## config.mk

```make
export PLATFORM = sky130hd
export DESIGN_NAME = capture_snapshot_unit
export DESIGN_NICKNAME = d
export VERILOG_FILES = /design/src/rtl/cap_pkg.sv /design/src/rtl/cap_pin_sync.sv /design/src/rtl/cap_event_sel.sv /design/src/rtl/cap_shadow.sv /design/src/rtl/capture_snapshot_unit.sv
export SDC_FILE = /design/constraint.sdc
export NUM_CORES = 1
export LEC_CHECK = 0
export BUFFER_PORTS_ARGS = -buffer_cell sky130_fd_sc_hd__buf_4
export CAP_MARGIN = 10
export CORE_MARGIN = 2
export CORE_UTILIZATION = 39
export CTS_CLUSTER_SIZE = 40
export DETAILED_ROUTE_END_ITERATION = 8
export GPL_TIMING_DRIVEN = 1
export PLACE_DENSITY_LB_ADDON = 0.05
export SLEW_MARGIN = 20
export SYNTH_ARGS = -nofsm -noshare
export SYNTH_HDL_FRONTEND = slang
export SYNTH_SLANG_ARGS = --single-unit
```

## constraint.sdc

```tcl
create_clock -name clk -period 1.1 [get_ports clk]
set_input_delay 0.165 -clock clk [delete_from_list [all_inputs] [get_ports clk]]
set_output_delay 0.165 -clock clk [all_outputs]
set_load 0.01 [all_outputs]
```

## src/rtl/cap_pkg.sv

```systemverilog
// Shared constants for the counter snapshot capture unit.
// Assumes the tick sources sit below the pin sources in select order.
package cap_pkg;

    // Default geometry of the capture unit
    localparam int CAP_CNT_W      = 8;
    localparam int CAP_N_TICK     = 2;
    localparam int CAP_N_PIN      = 2;
    localparam int CAP_SYNC_DEPTH = 2;

    // Select width for a given number of sources (at least one bit)
    function automatic int sel_width(input int n_src);
        return (n_src > 1) ? $clog2(n_src) : 1;
    endfunction

endpackage

```

## src/rtl/cap_pin_sync.sv

```systemverilog
// Synchronizes asynchronous capture pins and flags their rising edges.
// Each pin goes through SYNC_DEPTH flops. A one-cycle pulse marks a
// low-to-high change at the synchronizer output.
// Assumes SYNC_DEPTH >= 2 and that pins are low while reset is applied.
module cap_pin_sync #(
    parameter int N_PIN      = 2,
    parameter int SYNC_DEPTH = 2
) (
    input  logic             clk,
    input  logic             rst_n,
    input  logic [N_PIN-1:0] pin_async,
    output logic [N_PIN-1:0] pin_rise
);

    for (genvar p = 0; p < N_PIN; p++) begin : g_pin
        logic [SYNC_DEPTH-1:0] chain_q;
        logic                  last_q;

        // Shift the pin through the synchronizer and keep the previous output
        always_ff @(posedge clk) begin
            if (!rst_n) begin
                chain_q <= '0;
                last_q  <= 1'b0;
            end else begin
                chain_q <= {chain_q[SYNC_DEPTH-2:0], pin_async[p]};
                last_q  <= chain_q[SYNC_DEPTH-1];
            end
        end

        // Rising edge at the synchronizer output
        always_comb begin
            pin_rise[p] = chain_q[SYNC_DEPTH-1] & ~last_q;
        end


        rise_single_chk: assert property (@(posedge clk) disable iff (!rst_n)
            pin_rise[p] |=> !pin_rise[p])
            else $error("pin edge pulse wider than one cycle");
    end

endmodule

```

## src/rtl/cap_event_sel.sv

```systemverilog
// Picks one capture source out of the tick pulses and pin edges, and
// gates it with the enable. Select values below N_TICK choose a tick.
// The next N_PIN values choose a pin edge. Any higher value never fires.
module cap_event_sel #(
    parameter int N_TICK = 2,
    parameter int N_PIN  = 2,
    parameter int SRC_W  = 2
) (
    input  logic              clk,
    input  logic              rst_n,
    input  logic              cap_en,
    input  logic [SRC_W-1:0]  src_sel,
    input  logic [N_TICK-1:0] tick,
    input  logic [N_PIN-1:0]  pin_rise,
    output logic              cap_evt
);

    localparam int N_SRC = N_TICK + N_PIN;

    logic [N_SRC-1:0] src_vec;
    logic             sel_ok;

    // Merge all sources into one vector and decode the select
    always_comb begin
        src_vec = {pin_rise, tick};
        sel_ok  = ({1'b0, src_sel} < (SRC_W+1)'(N_SRC));
        cap_evt = cap_en && sel_ok && src_vec[src_sel];
    end


    evt_has_source_chk: assert property (@(posedge clk) disable iff (!rst_n)
        cap_evt |-> ((tick != '0) || (pin_rise != '0)))
        else $error("capture event without any source active");

endmodule

```

## src/rtl/cap_shadow.sv

```systemverilog
// Holds the 16-bit snapshot. Both counter bytes are written on the edge
// where the event is high, and a one-cycle interrupt is raised together
// with the new contents.
module cap_shadow #(
    parameter int CNT_W = 8
) (
    input  logic               clk,
    input  logic               rst_n,
    input  logic               cap_evt,
    input  logic [CNT_W-1:0]   cnt_lo,
    input  logic [CNT_W-1:0]   cnt_hi,
    output logic [2*CNT_W-1:0] shadow_q,
    output logic               irq_q
);

    // Latch both bytes on the same edge and flag the update
    always_ff @(posedge clk) begin
        if (!rst_n) begin
            shadow_q <= '0;
            irq_q    <= 1'b0;
        end else begin
            irq_q <= cap_evt;
            if (cap_evt) begin
                shadow_q <= {cnt_hi, cnt_lo};
            end
        end
    end


    shadow_quiet_chk: assert property (@(posedge clk) disable iff (!rst_n)
        !irq_q |-> (shadow_q == $past(shadow_q)))
        else $error("shadow changed without interrupt");


    snapshot_coherent_chk: assert property (@(posedge clk) disable iff (!rst_n)
        irq_q |-> (shadow_q == $past({cnt_hi, cnt_lo})))
        else $error("snapshot bytes not from one edge");

endmodule

```

## src/rtl/capture_snapshot_unit.sv

```systemverilog
// Top of the counter snapshot capture unit. It ties together the pin
// synchronizers, the source selector and the shadow register, and it
// steers the read port between the shadow and the live counters.
// Assumes the tick inputs are synchronous to clk.
module capture_snapshot_unit #(
    parameter int CNT_W      = cap_pkg::CAP_CNT_W,
    parameter int N_TICK     = cap_pkg::CAP_N_TICK,
    parameter int N_PIN      = cap_pkg::CAP_N_PIN,
    parameter int SYNC_DEPTH = cap_pkg::CAP_SYNC_DEPTH,
    parameter int SRC_W      = cap_pkg::sel_width(N_TICK + N_PIN)
) (
    input  logic               clk,
    input  logic               rst_n,
    input  logic               cap_en,
    input  logic [SRC_W-1:0]   src_sel,
    input  logic [CNT_W-1:0]   cnt_lo,
    input  logic [CNT_W-1:0]   cnt_hi,
    input  logic [N_TICK-1:0]  tick,
    input  logic [N_PIN-1:0]   ext_pin,
    output logic [2*CNT_W-1:0] shadow,
    output logic [2*CNT_W-1:0] rd_data,
    output logic               cap_irq
);

    localparam int SNAP_W = 2 * CNT_W;

    logic [N_PIN-1:0]  pin_rise;
    logic              cap_evt;
    logic [SNAP_W-1:0] shadow_q;
    logic              irq_q;

    cap_pin_sync #(
        .N_PIN      (N_PIN),
        .SYNC_DEPTH (SYNC_DEPTH)
    ) u_sync (
        .clk       (clk),
        .rst_n     (rst_n),
        .pin_async (ext_pin),
        .pin_rise  (pin_rise)
    );

    cap_event_sel #(
        .N_TICK (N_TICK),
        .N_PIN  (N_PIN),
        .SRC_W  (SRC_W)
    ) u_sel (
        .clk      (clk),
        .rst_n    (rst_n),
        .cap_en   (cap_en),
        .src_sel  (src_sel),
        .tick     (tick),
        .pin_rise (pin_rise),
        .cap_evt  (cap_evt)
    );

    cap_shadow #(
        .CNT_W (CNT_W)
    ) u_shadow (
        .clk      (clk),
        .rst_n    (rst_n),
        .cap_evt  (cap_evt),
        .cnt_lo   (cnt_lo),
        .cnt_hi   (cnt_hi),
        .shadow_q (shadow_q),
        .irq_q    (irq_q)
    );

    // Drive outputs and steer reads between the snapshot and the live counters
    always_comb begin
        shadow  = shadow_q;
        cap_irq = irq_q;
        rd_data = cap_en ? shadow_q : {cnt_hi, cnt_lo};
    end


    disabled_quiet_chk: assert property (@(posedge clk) disable iff (!rst_n)
        !cap_en |=> !cap_irq)
        else $error("interrupt while capture disabled");

endmodule

```

==> results.yml <==
outcome:
  status: "complete, but fails checks"
  violations: "setup timing"
grt:
  antenna_found_initial: 0
  grt_pass1_wl_mm: 4.195
  grt_pass1_vias: 948
  grt-ovfl-total: 0
  grt_max_degree: 40
  grt_use_total_pct: 16.51
synth:
  syn_inst: 107
  syn_nets: 132
  yosys_warnings: 0
  ys_types: 15
  avgSynthCellArea_um2: 9.998
  synth.most_common_cell: "nand2_1"
  synth_edf_count: 0
  synth.area.top_cells: "dfxtp_1, mux2_2, mux2i_1"
  synth_area_um2: 1070
  yosys-top-cells-count: "nand2_1, dfxtp_1, mux2_2, mux2i_1, and2_1"
  ys.flop_type: "dfxtp_1"
  synthArstFlopShare_pct: 0
  ys_seq_elements: 23
  synth_seq_area_share_pct: 43.04
  yosys.area.top_type: "dfxtp_1"
  synth_top_area_share_pct: 43.04
power_and_ir_drop:
  p_per_area_nw_per_um2: 994.9
  total_power_uw: 1862
  p_leak_uw: 0.0009121
  vdd_ir_drop_max_mv: 0.8934
job:
  cap_violations: 0
setup_path:
  crit_path_start_kind: "flip-flop"
  end_kind: "flip-flop"
  crit_type: "flip-flop to flip-flop"
  cp.arrival_ns: 1.42
  cp_data_required_time_ns: 1.33
  crit_fanout: 9
sta:
  setup_viol: 33
  hold_viol_final: 0
  tightest_slew_ns: 0.3469
  setup_tns_ns: -2.487
  holdWs_ns: 0.06175
  rsz0062_at_grt: "yes"
  worst_slack_ns: -0.09871
  slew_headroom_pct: 76.87
  clock_skew_ns: 0.003142
  period_minus_slack_ns: 1.199
  fin_crit_sh_pct: 109.0
  final-max-slew-violation-count: 0
  max_freq_mhz: 834.2
clocking:
  clock_path_buffers: 2
  cts_tree: "done"
  path_clk_slew_ns: 0.12
  h-tree-depth: 1
  numCtsBuffers: 3
  cts_root_buffer: "clkbuf_4"
  cts_sinks: 23
  insertion_delay_ns: 0.30
placed_design:
  io_buffer_count: 57
  dp.cells: 188
  hpwl_mm: 1.596
  gp_congestion: 0.6394
layout:
  n_antenna_cell: 0
  drive_gt1_share_pct: 66.48
  finalNonFillerCells: 209
  area_growth_pct: 74.97
  final_nets: 205
floorplan:
  initial_core_util_pct: 42.04
  rows: 18
  die-area_um2: 3178
  fp.dieH_um: 56.38
  die_w_um: 56.38
  core-area_um2: 2545
  io_pins: 58
route:
  wl_per_cell_um: 13.14
  drc_errors: 0
  drtPass1Iterations: 3
  wl_mm: 2.746
  drt_iter0_markers: 18
  vias: 994
  ant_nets: 0
  routed_via_density: 4.756
worst_hold_path:
  hold_path.class: "input pin to flip-flop"
## kinds of logic (layout without fill, tap and decap cells)
group / Yosys count / after routing / synth area share, %
AND/OR/NAND/NOR: 40 / 40 / 15.67
multiplexers: 33 / 33 / 33.22
flip-flops: 23 / 23 / 43.04
buffers and inverters: 8 / 80 / 4.912
AO/OA/AOI/OAI: 3 / 3 / 3.159
## stage by stage
step | utilization (%) | instance area [µm²] | worst slack (ns)
floorplan | - | 1070 | -0.06650
CTS | 71.29 | 1814 | -0.1115
detailed placement | 59.19 | 1506 | -0.3486
finish | 73.55 | 1872 | -0.09871
global placement | 59.19 | 1506 | -0.3089
global route | 73.55 | 1872 | -0.1621
## final cells by class
| cell class | instances | area, µm² |
|---|---|---|
| Inverter | 1 | 3.754 |
| Clock buffer | 3 | 22.52 |
| Multi-Input combinational cell | 76 | 629.4 |
| Clock inverter | 1 | 5.005 |
| Fill cell | 189 | 673.1 |
| Timing Repair Buffer | 75 | 691.9 |
| Sequential cell | 23 | 481.7 |
| Tap cell | 30 | 37.54 |
## final timing paths
kind,startpoint,end,cells past startpoint,slack [ns]
setup / recovery,u_sync.g_pin[0].last_q$_SDFF_PN0_,u_shadow.shadow_q[5]$_SDFFE_PN0P_,5,-0.1
hold / removal,ext_pin[0],u_sync.g_pin[0].chain_q[0]$_SDFF_PN0_,2,0.06
setup reg to reg,u_sync.g_pin[0].last_q$_SDFF_PN0_,u_shadow.shadow_q[5]$_SDFFE_PN0P_,5,-0.1
hold reg to reg,u_sync.g_pin[0].chain_q[0]$_SDFF_PN0_,u_sync.g_pin[0].chain_q[1]$_SDFF_PN0_,1,0.45
## per-layer routing
layer	GRT usage [%]	share of wire (%)	up-vias
li1	-	-	500
met1	19.57	43	455
met2	30.42	50	37
met3	2.304	5.8	2
met4	5.102	0.36	0
met5	0	0	-
## cell usage in the layout (no fill, tap or decap)
cell       instances
mux2_4            17
inv_2              1
and2_1             6
nor2_2             1
and2_4             1
clkbuf_4           3
o21ai_2            1
buf_6             23
dfxtp_2           17
buf_12             2
clkinv_2           1
nand2_1           32
mux2i_1           16
dfxtp_1            6
clkbuf_16          1
buf_4             49
a21oi_4            1
a32oi_2            1
## where the power goes
part	leakage, µW	internal (µW)	switching, µW
Combinational	0.000699	362	221
Clock	0.0000177	135	240
Sequential	0.000196	881	21.8
Total	0.000912	1380	483
## repair_timing
| item | in CTS | in global routing |
|---|---|---|
| endpoints found under the setup margin | 33 | 39 |
| hold buffers | 0 | 0 |
| resized for setup | 49 | 11 |
| gates cloned | 0 | 1 |
| pin swaps | 1 | 0 |
| buffers inserted | 16 | 0 |
## registers in the layout, indices dropped and copies added, names as in the netlist
| name | cells |
|---|---|
| u_sync.g_pin.last_q | 2 |
| u_sync.g_pin.chain_q | 4 |
| u_shadow.shadow_q | 16 |
| u_shadow.irq_q | 1 |
## worst max-delay path: stages (launching register included)
cell     delay, ns
dfxtp_1       0.33
nor2_2        0.09
a32oi_2       0.08
a21oi_4       0.24
buf_12        0.17
mux2i_1       0.21
Power figures use the tool's default switching activity.
